**config.mk**
```make
export PLATFORM = sky130hd
export DESIGN_NAME = rs_rename_core
export DESIGN_NICKNAME = d
export VERILOG_FILES = /design/src/rtl/rs_pkg.sv /design/src/rtl/rs_pick.sv /design/src/rtl/rs_regstat.sv /design/src/rtl/rs_slot.sv /design/src/rtl/rs_rename_core.sv
export SDC_FILE = /design/constraint.sdc
export NUM_CORES = 1
export LEC_CHECK = 0
export CAP_MARGIN = 20
export CORE_ASPECT_RATIO = 1.2
export CORE_UTILIZATION = 35
export DETAILED_ROUTE_END_ITERATION = 8
export MAX_ROUTING_LAYER = met4
export PLACE_DENSITY = 0.6
export RECOVER_POWER = 50
export SYNTH_ARGS = -nofsm -noshare
export SYNTH_HDL_FRONTEND = slang
export SYNTH_SLANG_ARGS = --single-unit
```
**constraint.sdc**
```tcl
create_clock -name clk -period 5.8 [get_ports clk]
set_clock_uncertainty 0.15 [all_clocks]
set_input_delay 1.16 -clock clk [delete_from_list [all_inputs] [get_ports clk]]
set_output_delay 1.16 -clock clk [all_outputs]
set_load 0.01 [all_outputs]
```
**src/rtl/rs_pkg.sv**
```systemverilog
// Shared opcode encoding for the reservation station pool.
// Assumes a 2-bit opcode whose upper bit selects the multiply group.
package rs_pkg;

    typedef enum logic [1:0] {
        OP_ADD = 2'b00,
        OP_SUB = 2'b01,
        OP_MUL = 2'b10,
        OP_DIV = 2'b11
    } rs_op_e;

    // True when the opcode is served by the multiply/divide group.
    function automatic logic op_is_mul(input rs_op_e op);
        return op[1];
    endfunction

endpackage

```
**src/rtl/rs_pick.sv**
```systemverilog
// Lowest-index priority picker: one-hot grant, its index, and an any flag.
// Assumes N >= 1; IW is at least 1 bit wide.
module rs_pick #(
    parameter int N  = 2,
    parameter int IW = (N > 1) ? $clog2(N) : 1
) (
    input  logic [N-1:0]  req,
    output logic [N-1:0]  gnt,
    output logic [IW-1:0] idx,
    output logic          any
);
    // Scan from the top so the lowest requesting index is kept last.
    always_comb begin
        gnt = '0;
        idx = '0;
        any = 1'b0;
        for (int i = N - 1; i >= 0; i--) begin
            if (req[i]) begin
                gnt    = '0;
                gnt[i] = 1'b1;
                idx    = IW'(i);
                any    = 1'b1;
            end
        end
    end
endmodule

```
**src/rtl/rs_regstat.sv**
```systemverilog
// Register status table: per register a value, a pending flag and a
// producer tag. Two read ports resolve a same-cycle bus result for the
// named producer. Rename of the destination wins over a bus latch.
// Assumes the caller only renames when an issue really fires.
module rs_regstat #(
    parameter int NUM_REGS = 8,
    parameter int DATA_W   = 32,
    parameter int TW       = 2,
    localparam int RW      = $clog2(NUM_REGS)
) (
    input  logic              clk,
    input  logic              rst_n,
    input  logic              ren_en,
    input  logic [RW-1:0]     ren_reg,
    input  logic [TW-1:0]     ren_tag,
    input  logic              cdb_valid,
    input  logic [TW-1:0]     cdb_tag,
    input  logic [DATA_W-1:0] cdb_value,
    input  logic [RW-1:0]     rd_a_reg,
    input  logic [RW-1:0]     rd_b_reg,
    output logic              rd_a_pend,
    output logic [TW-1:0]     rd_a_tag,
    output logic [DATA_W-1:0] rd_a_val,
    output logic              rd_b_pend,
    output logic [TW-1:0]     rd_b_tag,
    output logic [DATA_W-1:0] rd_b_val
);
    logic [DATA_W-1:0] val_q  [NUM_REGS];
    logic [TW-1:0]     tag_q  [NUM_REGS];
    logic [NUM_REGS-1:0] pend_q;

    // Per-register update: rename first, else latch a matching result.
    always_ff @(posedge clk) begin
        if (!rst_n) begin
            pend_q <= '0;
            for (int i = 0; i < NUM_REGS; i++) begin
                val_q[i] <= '0;
                tag_q[i] <= '0;
            end
        end else begin
            for (int i = 0; i < NUM_REGS; i++) begin
                if (ren_en && (ren_reg == RW'(i))) begin
                    pend_q[i] <= 1'b1;
                    tag_q[i]  <= ren_tag;
                end else if (pend_q[i] && cdb_valid && (cdb_tag == tag_q[i])) begin
                    val_q[i]  <= cdb_value;
                    pend_q[i] <= 1'b0;
                end
            end
        end
    end

    logic hit_a, hit_b;

    // Read port A with same-cycle bus forwarding.
    always_comb begin
        hit_a     = pend_q[rd_a_reg] && cdb_valid && (cdb_tag == tag_q[rd_a_reg]);
        rd_a_pend = pend_q[rd_a_reg] && !hit_a;
        rd_a_tag  = tag_q[rd_a_reg];
        rd_a_val  = hit_a ? cdb_value : val_q[rd_a_reg];
    end

    // Read port B with same-cycle bus forwarding.
    always_comb begin
        hit_b     = pend_q[rd_b_reg] && cdb_valid && (cdb_tag == tag_q[rd_b_reg]);
        rd_b_pend = pend_q[rd_b_reg] && !hit_b;
        rd_b_tag  = tag_q[rd_b_reg];
        rd_b_val  = hit_b ? cdb_value : val_q[rd_b_reg];
    end
endmodule

```
**src/rtl/rs_slot.sv**
```systemverilog
// One reservation slot. Holds an opcode and two operands, each either a
// value or a pending producer tag. Snoops the bus for operands and for its
// own result, which frees it. Assumes a granted slot is accepted at once
// and that its result arrives on the bus only after it was granted.
module rs_slot #(
    parameter int DATA_W = 32,
    parameter int TW     = 2,
    parameter int MY_TAG = 0
) (
    input  logic              clk,
    input  logic              rst_n,
    input  logic              alloc,
    input  rs_pkg::rs_op_e    alloc_op,
    input  logic              alloc_pj,
    input  logic [TW-1:0]     alloc_qj,
    input  logic [DATA_W-1:0] alloc_vj,
    input  logic              alloc_pk,
    input  logic [TW-1:0]     alloc_qk,
    input  logic [DATA_W-1:0] alloc_vk,
    input  logic              grant,
    input  logic              cdb_valid,
    input  logic [TW-1:0]     cdb_tag,
    input  logic [DATA_W-1:0] cdb_value,
    output logic              busy_o,
    output logic              free_o,
    output logic              ready_o,
    output rs_pkg::rs_op_e    op_o,
    output logic [DATA_W-1:0] vj_o,
    output logic [DATA_W-1:0] vk_o
);
    logic              busy_q, sent_q, pj_q, pk_q;
    logic [TW-1:0]     qj_q, qk_q;
    logic [DATA_W-1:0] vj_q, vk_q;
    rs_pkg::rs_op_e    op_q;
    logic              done;

    // Own result on the bus releases the slot.
    assign done = busy_q && cdb_valid && (cdb_tag == TW'(MY_TAG));

    // Slot state: load on allocation, otherwise snoop, dispatch and free.
    always_ff @(posedge clk) begin
        if (!rst_n) begin
            busy_q <= 1'b0;
            sent_q <= 1'b0;
            pj_q   <= 1'b0;
            pk_q   <= 1'b0;
            qj_q   <= '0;
            qk_q   <= '0;
            vj_q   <= '0;
            vk_q   <= '0;
            op_q   <= rs_pkg::OP_ADD;
        end else if (alloc) begin
            busy_q <= 1'b1;
            sent_q <= 1'b0;
            op_q   <= alloc_op;
            pj_q   <= alloc_pj;
            qj_q   <= alloc_qj;
            vj_q   <= alloc_vj;
            pk_q   <= alloc_pk;
            qk_q   <= alloc_qk;
            vk_q   <= alloc_vk;
        end else begin
            if (done)
                busy_q <= 1'b0;
            if (grant)
                sent_q <= 1'b1;
            if (busy_q && pj_q && cdb_valid && (cdb_tag == qj_q)) begin
                vj_q <= cdb_value;
                pj_q <= 1'b0;
            end
            if (busy_q && pk_q && cdb_valid && (cdb_tag == qk_q)) begin
                vk_q <= cdb_value;
                pk_q <= 1'b0;
            end
        end
    end

    assign busy_o  = busy_q;
    assign free_o  = !busy_q || done;
    assign ready_o = busy_q && !sent_q && !pj_q && !pk_q;
    assign op_o    = op_q;
    assign vj_o    = vj_q;
    assign vk_o    = vk_q;
endmodule

```
**src/rtl/rs_rename_core.sv**
```systemverilog
// Dispatch core: register status table plus an add group and a multiply
// group of reservation slots sharing one result bus. Issues in order, one
// instruction per cycle, and offers ready slots to the units per group.
// Assumes the units accept every offer and return each result once.
module rs_rename_core #(
    parameter int NUM_REGS  = 8,
    parameter int DATA_W    = 32,
    parameter int ADD_SLOTS = 2,
    parameter int MUL_SLOTS = 2,
    localparam int RW       = $clog2(NUM_REGS),
    localparam int NS       = ADD_SLOTS + MUL_SLOTS,
    localparam int TW       = $clog2(NS),
    localparam int AIW      = (ADD_SLOTS > 1) ? $clog2(ADD_SLOTS) : 1,
    localparam int MIW      = (MUL_SLOTS > 1) ? $clog2(MUL_SLOTS) : 1
) (
    input  logic              clk,
    input  logic              rst_n,
    input  logic              iss_valid,
    output logic              iss_ready,
    input  logic [1:0]        iss_op,
    input  logic [RW-1:0]     iss_dst,
    input  logic [RW-1:0]     iss_src1,
    input  logic [RW-1:0]     iss_src2,
    input  logic              cdb_valid,
    input  logic [TW-1:0]     cdb_tag,
    input  logic [DATA_W-1:0] cdb_value,
    output logic              add_go,
    output logic [TW-1:0]     add_tag,
    output logic [1:0]        add_op,
    output logic [DATA_W-1:0] add_opa,
    output logic [DATA_W-1:0] add_opb,
    output logic              mul_go,
    output logic [TW-1:0]     mul_tag,
    output logic [1:0]        mul_op,
    output logic [DATA_W-1:0] mul_opa,
    output logic [DATA_W-1:0] mul_opb
);
    import rs_pkg::*;

    rs_op_e            op_in;
    logic              want_mul, fire;
    logic [TW-1:0]     new_tag;
    logic [NS-1:0]     slot_busy, slot_free, slot_rdy, slot_alloc, slot_gnt;
    rs_op_e            slot_op [NS];
    logic [DATA_W-1:0] slot_vj [NS];
    logic [DATA_W-1:0] slot_vk [NS];

    logic              a_pend, b_pend;
    logic [TW-1:0]     a_tag, b_tag;
    logic [DATA_W-1:0] a_val, b_val;

    logic [ADD_SLOTS-1:0] add_agnt, add_dgnt;
    logic [MUL_SLOTS-1:0] mul_agnt, mul_dgnt;
    logic [AIW-1:0]       add_aidx, add_didx;
    logic [MIW-1:0]       mul_aidx, mul_didx;
    logic                 add_aany, mul_aany, add_dany, mul_dany;

    assign op_in    = rs_op_e'(iss_op);
    assign want_mul = op_is_mul(op_in);

    // Register status table with rename on fire.
    rs_regstat #(
        .NUM_REGS (NUM_REGS),
        .DATA_W   (DATA_W),
        .TW       (TW)
    ) u_regs (
        .clk       (clk),
        .rst_n     (rst_n),
        .ren_en    (fire),
        .ren_reg   (iss_dst),
        .ren_tag   (new_tag),
        .cdb_valid (cdb_valid),
        .cdb_tag   (cdb_tag),
        .cdb_value (cdb_value),
        .rd_a_reg  (iss_src1),
        .rd_b_reg  (iss_src2),
        .rd_a_pend (a_pend),
        .rd_a_tag  (a_tag),
        .rd_a_val  (a_val),
        .rd_b_pend (b_pend),
        .rd_b_tag  (b_tag),
        .rd_b_val  (b_val)
    );

    // Slot array; each slot's tag is its index.
    for (genvar s = 0; s < NS; s++) begin : g_slot
        rs_slot #(
            .DATA_W (DATA_W),
            .TW     (TW),
            .MY_TAG (s)
        ) u_slot (
            .clk       (clk),
            .rst_n     (rst_n),
            .alloc     (slot_alloc[s]),
            .alloc_op  (op_in),
            .alloc_pj  (a_pend),
            .alloc_qj  (a_tag),
            .alloc_vj  (a_val),
            .alloc_pk  (b_pend),
            .alloc_qk  (b_tag),
            .alloc_vk  (b_val),
            .grant     (slot_gnt[s]),
            .cdb_valid (cdb_valid),
            .cdb_tag   (cdb_tag),
            .cdb_value (cdb_value),
            .busy_o    (slot_busy[s]),
            .free_o    (slot_free[s]),
            .ready_o   (slot_rdy[s]),
            .op_o      (slot_op[s]),
            .vj_o      (slot_vj[s]),
            .vk_o      (slot_vk[s])
        );
    end

    // Allocation pickers, one per group.
    rs_pick #(.N(ADD_SLOTS), .IW(AIW)) u_add_alloc (
        .req (slot_free[ADD_SLOTS-1:0]), .gnt (add_agnt), .idx (add_aidx), .any (add_aany));
    rs_pick #(.N(MUL_SLOTS), .IW(MIW)) u_mul_alloc (
        .req (slot_free[NS-1:ADD_SLOTS]), .gnt (mul_agnt), .idx (mul_aidx), .any (mul_aany));

    // Dispatch pickers, one per group.
    rs_pick #(.N(ADD_SLOTS), .IW(AIW)) u_add_disp (
        .req (slot_rdy[ADD_SLOTS-1:0]), .gnt (add_dgnt), .idx (add_didx), .any (add_dany));
    rs_pick #(.N(MUL_SLOTS), .IW(MIW)) u_mul_disp (
        .req (slot_rdy[NS-1:ADD_SLOTS]), .gnt (mul_dgnt), .idx (mul_didx), .any (mul_dany));

    // Issue handshake, slot allocation and new producer tag.
    always_comb begin
        iss_ready  = want_mul ? mul_aany : add_aany;
        fire       = iss_valid && iss_ready;
        slot_alloc = '0;
        if (fire) begin
            if (want_mul)
                slot_alloc[NS-1:ADD_SLOTS] = mul_agnt;
            else
                slot_alloc[ADD_SLOTS-1:0] = add_agnt;
        end
        new_tag = want_mul ? (TW'(ADD_SLOTS) + TW'(mul_aidx)) : TW'(add_aidx);
    end

    // Dispatch outputs: grant the picked slot and mux its contents.
    always_comb begin
        slot_gnt = {mul_dgnt, add_dgnt};
        add_go   = add_dany;
        add_tag  = TW'(add_didx);
        add_op   = slot_op[add_tag];
        add_opa  = slot_vj[add_tag];
        add_opb  = slot_vk[add_tag];
        mul_go   = mul_dany;
        mul_tag  = TW'(ADD_SLOTS) + TW'(mul_didx);
        mul_op   = slot_op[mul_tag];
        mul_opa  = slot_vj[mul_tag];
        mul_opb  = slot_vk[mul_tag];
    end
endmodule

```
[Yosys cells after proc, flatten, opt, wreduce, memory -nomap -nowiden]
Memory sizes are Yosys's and may differ from the RTL's.
Cells that the tools add are included.
Storage, ports and cells
  bits in registers: 304
  latch bits: 0
  memory bits (writable): 272
  memory bits (read-only): 0
  input port bits: 49
  output and inout bits: 139
  word-level logic and storage cells: 400
  memories kept: 2
Cells by class
  $add $sub $neg: 2
  $mul: 0
  divide/modulo/power cells: 0
  order comparisons: 4
  equality and inequality tests: 28
  shift-type cells: 0
  multiplexer cells: 178
  bitwise operators: 19
  reductions and logical operators: 123
Memories
  u_regs.val_q: depth 8, bits a word 32, read ports 2, clocked after Yosys merged registers in 0, wr ports 8, line rs_regstat.sv:28  | logic [DATA_W-1:0] val_q [NUM_REGS];
  u_regs.tag_q: depth 8, bits a word 2, read ports 10, clocked after Yosys merged registers in 0, wr ports 8, line rs_regstat.sv:29  | logic [TW-1:0] tag_q [NUM_REGS];
Operator list (number)
  2-to-1 mux 32 bit: 34
  binary-select mux 32 bit (select 2 bit): 4
  2-to-1 mux 1 bit: 112
  logical AND 1 bit: 75
  2-to-1 mux 2 bit: 23
  nonzero test 2 bit: 20
  == test 2 bit: 18
  logical NOT 1 bit: 18
  bitwise OR 1 bit: 16
  == test 3 bit, second input constant: 4
  binary-select mux 2 bit (select 2 bit): 2
  less-than comparator 3 x 4 -> 1 bit, second input constant: 2
  OR reduction 2 bit: 4
  binary-select mux 1 bit (select 3 bit): 2
  == test 3 x 2 -> 1 bit, second input constant: 2
  >= comparator 3 bit, second input constant: 2
  adder 2 x 1 -> 2 bit, first input constant: 2
  == test 2 bit, second input constant: 2
  logical OR 1 bit: 4
  2-to-1 mux 4 bit: 1
  == test 3 x 1 -> 1 bit, second input constant: 1
  logical NOT 3 bit: 1
  NOT 1 -> 3 bit: 1
  NOT 2 -> 3 bit: 1
  other kinds (3): 3

[Depth between registers and ports, before layout]
Gate-level depths: netlist (run 1).
  depth after elaboration: 12
  gate-level depth with buffers: 9
  mapped depth without buffers: 5

[Cells and area by module]
A second synthesis (run 1) with hierarchy kept.
Unflattened totals
  cell total of the unflattened synthesis: 2668
  area, all modules: 31214.9 um2
By module, submodules not included
  rs_regstat: instances 1, cells an instance 1007, area each 15144.5 um2, seq. area each 8328.0 um2
  rs_slot at g_slot[1].u_slot ...: instances 2, cells an instance 371, area each 3263.1 um2, seq. area each 1481.4 um2
  rs_slot at g_slot[3].u_slot: instances 1, cells an instance 371, area each 3708.6 um2, seq. area each 1481.4 um2
  rs_slot at g_slot[0].u_slot: instances 1, cells an instance 371, area each 3696.0 um2, seq. area each 1481.4 um2
  rs_rename_core: instances 1, cells an instance 161, area each 2019.4 um2, seq. area each 0.0 um2
  rs_pick: instances 4, cells an instance 4, area each 30.0 um2, seq. area each 0.0 um2

[Worst setup path after synthesis (run 1)]
OpenSTA, ideal clock, no wires.
  path kind: input to register
  start: input iss_op[1]
  end: memory u_regs.val_q[6][0] (enable)
  library setup time: 466 ps
  data arrival time: 4371 ps
  required time: 5184 ps
  path slack: 813 ps
  stages on the path: 7
  path buffers: 2
  cells stage by stage: clkbuf_1 > and3_1 > a221oi_4 > buf_2 > nand4b_1 > inv_1 > o21ai_0
RTL lines
  start, declared: line rs_rename_core.sv:20  | input logic [1:0] iss_op,
  end, declared: line rs_regstat.sv:28

[Worst setup path in the final report (run 1)]
  start: input rst_n
  end: register g_slot[3].u_slot.qj_q[0]
RTL lines
  start, declared: line rs_rename_core.sv:17  | input logic rst_n,
  end signal, assigned: line rs_slot.sv:57  | qj_q <= alloc_qj;
  end, declared: line rs_slot.sv:32  | logic [TW-1:0] qj_q, qk_q;
No word-level cell between the ends.

==> impl_metrics.toml, run 1 <==
[synth]
ys_ff_latch = 576
syn-num-nets = 2893
async_flop_share_pct = 0
syn-cell-area_um2 = 30400
yosysSeqAreaShare_pct = 47.0
synth-warning-count = 0
synth.distinct_cells = 59
synth_ff_type = "dfxtp_1"
syn_inst = 2844
syn_avg_cell_area_um2 = 10.7
synth_edf_count = 272

[cts]
cts_buffer_depth = 3
postCtsSetupBuffers = 0
ctsHoldBuffers = 0
insertion_delay_ps = 640
cts_sinks = 576
cts_max_level = 2
cts_made_buffers = 57
tritoncts = "yes"
clk_pin_slew_ps = 70
cts_root_buf = "clkbuf_16"
post_cts_resized = 0

[sta]
period_needed_ps = 5270
tightest_slew_ps = 2970
setup-tns-final_ps = 0
slew_headroom_pct = -97.8
maxSlewViolCount = 104
timing.hold.ws_ps = 306
grt_setup_unrepaired = "no"
fin_crit_sh_pct = 90.8
timing.fmax_mhz = 190
setup_viol = 0
finalHoldViolCount = 0

[global_route]
grt_overflow = 0
grt_pass1_vias = 25100
antenna_found_initial = 4
grt_use_total_pct = 25.7
grt_pass1_wl_um = 166000
grt_max_degree = 97

[final_layout]
nets = 2910
drive_gt1_share_pct = 18.4
syn2layout_area_growth_pct = 15.8
multi_input_area_um2 = 14800
final_cell_mix = "467 x nand2_1, 304 x dfxtp_1, 272 x edfxtp_1"
final_common_cell = "nand2_1"
seqCellArea_um2 = 14300
final_core_util_pct = 41.2
n_fill_cell = 8140

[placed_design]
dpl.hpwl_um = 69200
gp_congestion = 0.857
port_buffers = 185

[setup_path]
slowest_delay_ps = 2020
cp_max_fo = 96
startpoint_type = "input port"
crit_buf_inv = 3
worstSetupPathType = "input port to flip-flop"
critPathSlowestCell = "clkbuf_1"
crit_arrival_ps = 5650
cpLargestDelayFamily = "buffers and inverters"
crit_chain = "clkbuf_1 > inv_6 > clkbuf_2 > a211oi_1"
cp-end-kind = "flip-flop"
required_ps = 6190

[drt]
firstDrtPassIters = 6
routed_wl_um = 112000
wl_per_cell_um = 27.8
drt_iter0_drc = 2919
antenna_left = 0
dr_total_vias = 25400
drc_errors = 0
avgViaCountPerCell = 6.29

[pwr]
p_leak_nw = 11.9
irDropWorstVdd_mv = 0.235
p_per_area_nw_per_um2 = 285
power_mw = 10.0

[flow_run]
drv_cap = 4

[floorplan]
fp.dieH_um = 325
die_area_um2 = 87900
rows = 117
die_w_um = 271
ios = 188
initial_core_util_pct = 35.6
coreArea_um2 = 85300

[run_status]
violations = "max-capacitance violations, max-slew violations"
status = "finished, violations left"

[min_path]
min_path_type = "flip-flop to flip-flop"
[layer usage]
| metal | routed length [µm] | share of wire [%] | up-vias | GRT usage, % |
|---|---|---|---|---|
| met4 | 4870 | 4.3 | 0 | 11.0 |
| met2 | 55300 | 49 | 1330 | 42.2 |
| met5 | 0 | 0 | - | - |
| met3 | 8800 | 7.8 | 272 | 3.93 |
| li1 | - | - | 11000 | - |
| met1 | 43300 | 39 | 12900 | 31.2 |
[cells by family (layout without fill, tap and decap cells)]
kind of cell              count (synthesis)  in the layout  synth area share, %
and+or+nand+nor                         884            884                 14.0
AOI/OAI and AO/OA                       700            700                 17.1
DFF                                     576            576                 47.0
buffers and inverters                   365            431                 5.05
muxes                                   279            279                 15.7
xor gates and xnor gates                 38             38                 1.21
other                                     2              6               0.0247
[cells in the mapped netlist, types with 33 or more instances]
cell / instances / share of area, %
nand2_1: 470 / 5.8
dfxtp_1: 304 / 20
edfxtp_1: 272 / 27
nor2_1: 252 / 3.1
clkbuf_1: 236 / 2.9
a22oi_1: 193 / 4.8
o32ai_1: 192 / 5.5
mux4_2: 140 / 10
mux2_2: 131 / 4.9
a31oi_1: 100 / 2.1
o21ai_0: 69 / 1.1
buf_2: 55 / 0.91
nand4_1: 47 / 0.97
inv_1: 39 / 0.48
o31ai_1: 38 / 0.94
a211oi_1: 33 / 0.82
[final timing paths]
check | startpoint | endpoint | slack [ps] | depth (start not counted)
worst max-delay path | rst_n | g_slot[3].u_slot.qj_q[0] | 530 | 4
worst min-delay path | g_slot[2].u_slot.op_o[0] | g_slot[2].u_slot.op_o[0] | 310 | 2
worst max register to register | g_slot[2].u_slot.busy_o | u_regs.val_q[5][10] | 1700 | 8
worst min register to register | g_slot[2].u_slot.op_o[0] | g_slot[2].u_slot.op_o[0] | 310 | 2
[power breakdown]
part	total (mW)	internal (mW)	switching (mW)
Clock	3.89	2.19	1.69
Sequential	4.51	4.42	0.0856
Combinational	1.61	0.562	1.04
[registers in the layout, summed over array words and instances (netlist names)]
register and flops:
g_slot.u_slot.vj_o 128, g_slot.u_slot.vk_o 128, g_slot.u_slot.sent_q 4, u_regs.pend_q 8, g_slot.u_slot.busy_o 4, u_regs.tag_q 16, g_slot.u_slot.qk_q 8, g_slot.u_slot.pj_q 4
g_slot.u_slot.qj_q 8, u_regs.val_q 256, g_slot.u_slot.pk_q 4, g_slot.u_slot.op_o 8
[per-stage QoR]
stage          setup WS, ps  std cells  area (µm²)
2_1_floorplan           813       2844       30400
4_1_cts                 717       4040       35300
5_1_grt                 522       4044       35100
3_5_place_dp           1170       3932       33300
6_report                531       4044       35100
3_3_place_gp           1260       3929       33300
[worst min-delay path, delay by kind of cell, from the launching register on]
kind | cells | cell delay (ps)
AO/OA/AOI/OAI | 1 | 50
flip-flops | 1 | 310
AND/OR/NAND/NOR | 1 | 50
[layout make-up]
| class | instances | area share [%] |
|---|---|---|
| Multi-Input combinational cell | 1903 | 42.0 |
| Sequential cell | 576 | 40.6 |
| Timing Repair Buffer | 282 | 7.50 |
| Clock buffer | 72 | 4.40 |
| Tap cell | 1130 | 4.02 |
| Clock inverter | 36 | 1.03 |
| Inverter | 41 | 0.452 |
| Antenna cell | 4 | 0.0285 |
(Power assumes the default switching activity.)
==> run 2: changes to the inputs <==
--- a/config.mk
+++ b/config.mk
@@ -15,3 +15,4 @@
 export SYNTH_ARGS = -nofsm -noshare
 export SYNTH_HDL_FRONTEND = slang
 export SYNTH_SLANG_ARGS = --single-unit
+export TNS_END_PERCENT = 50
==> results of run 2 <==
No change in the layout: final DEF, timing and power equal those of run 1.
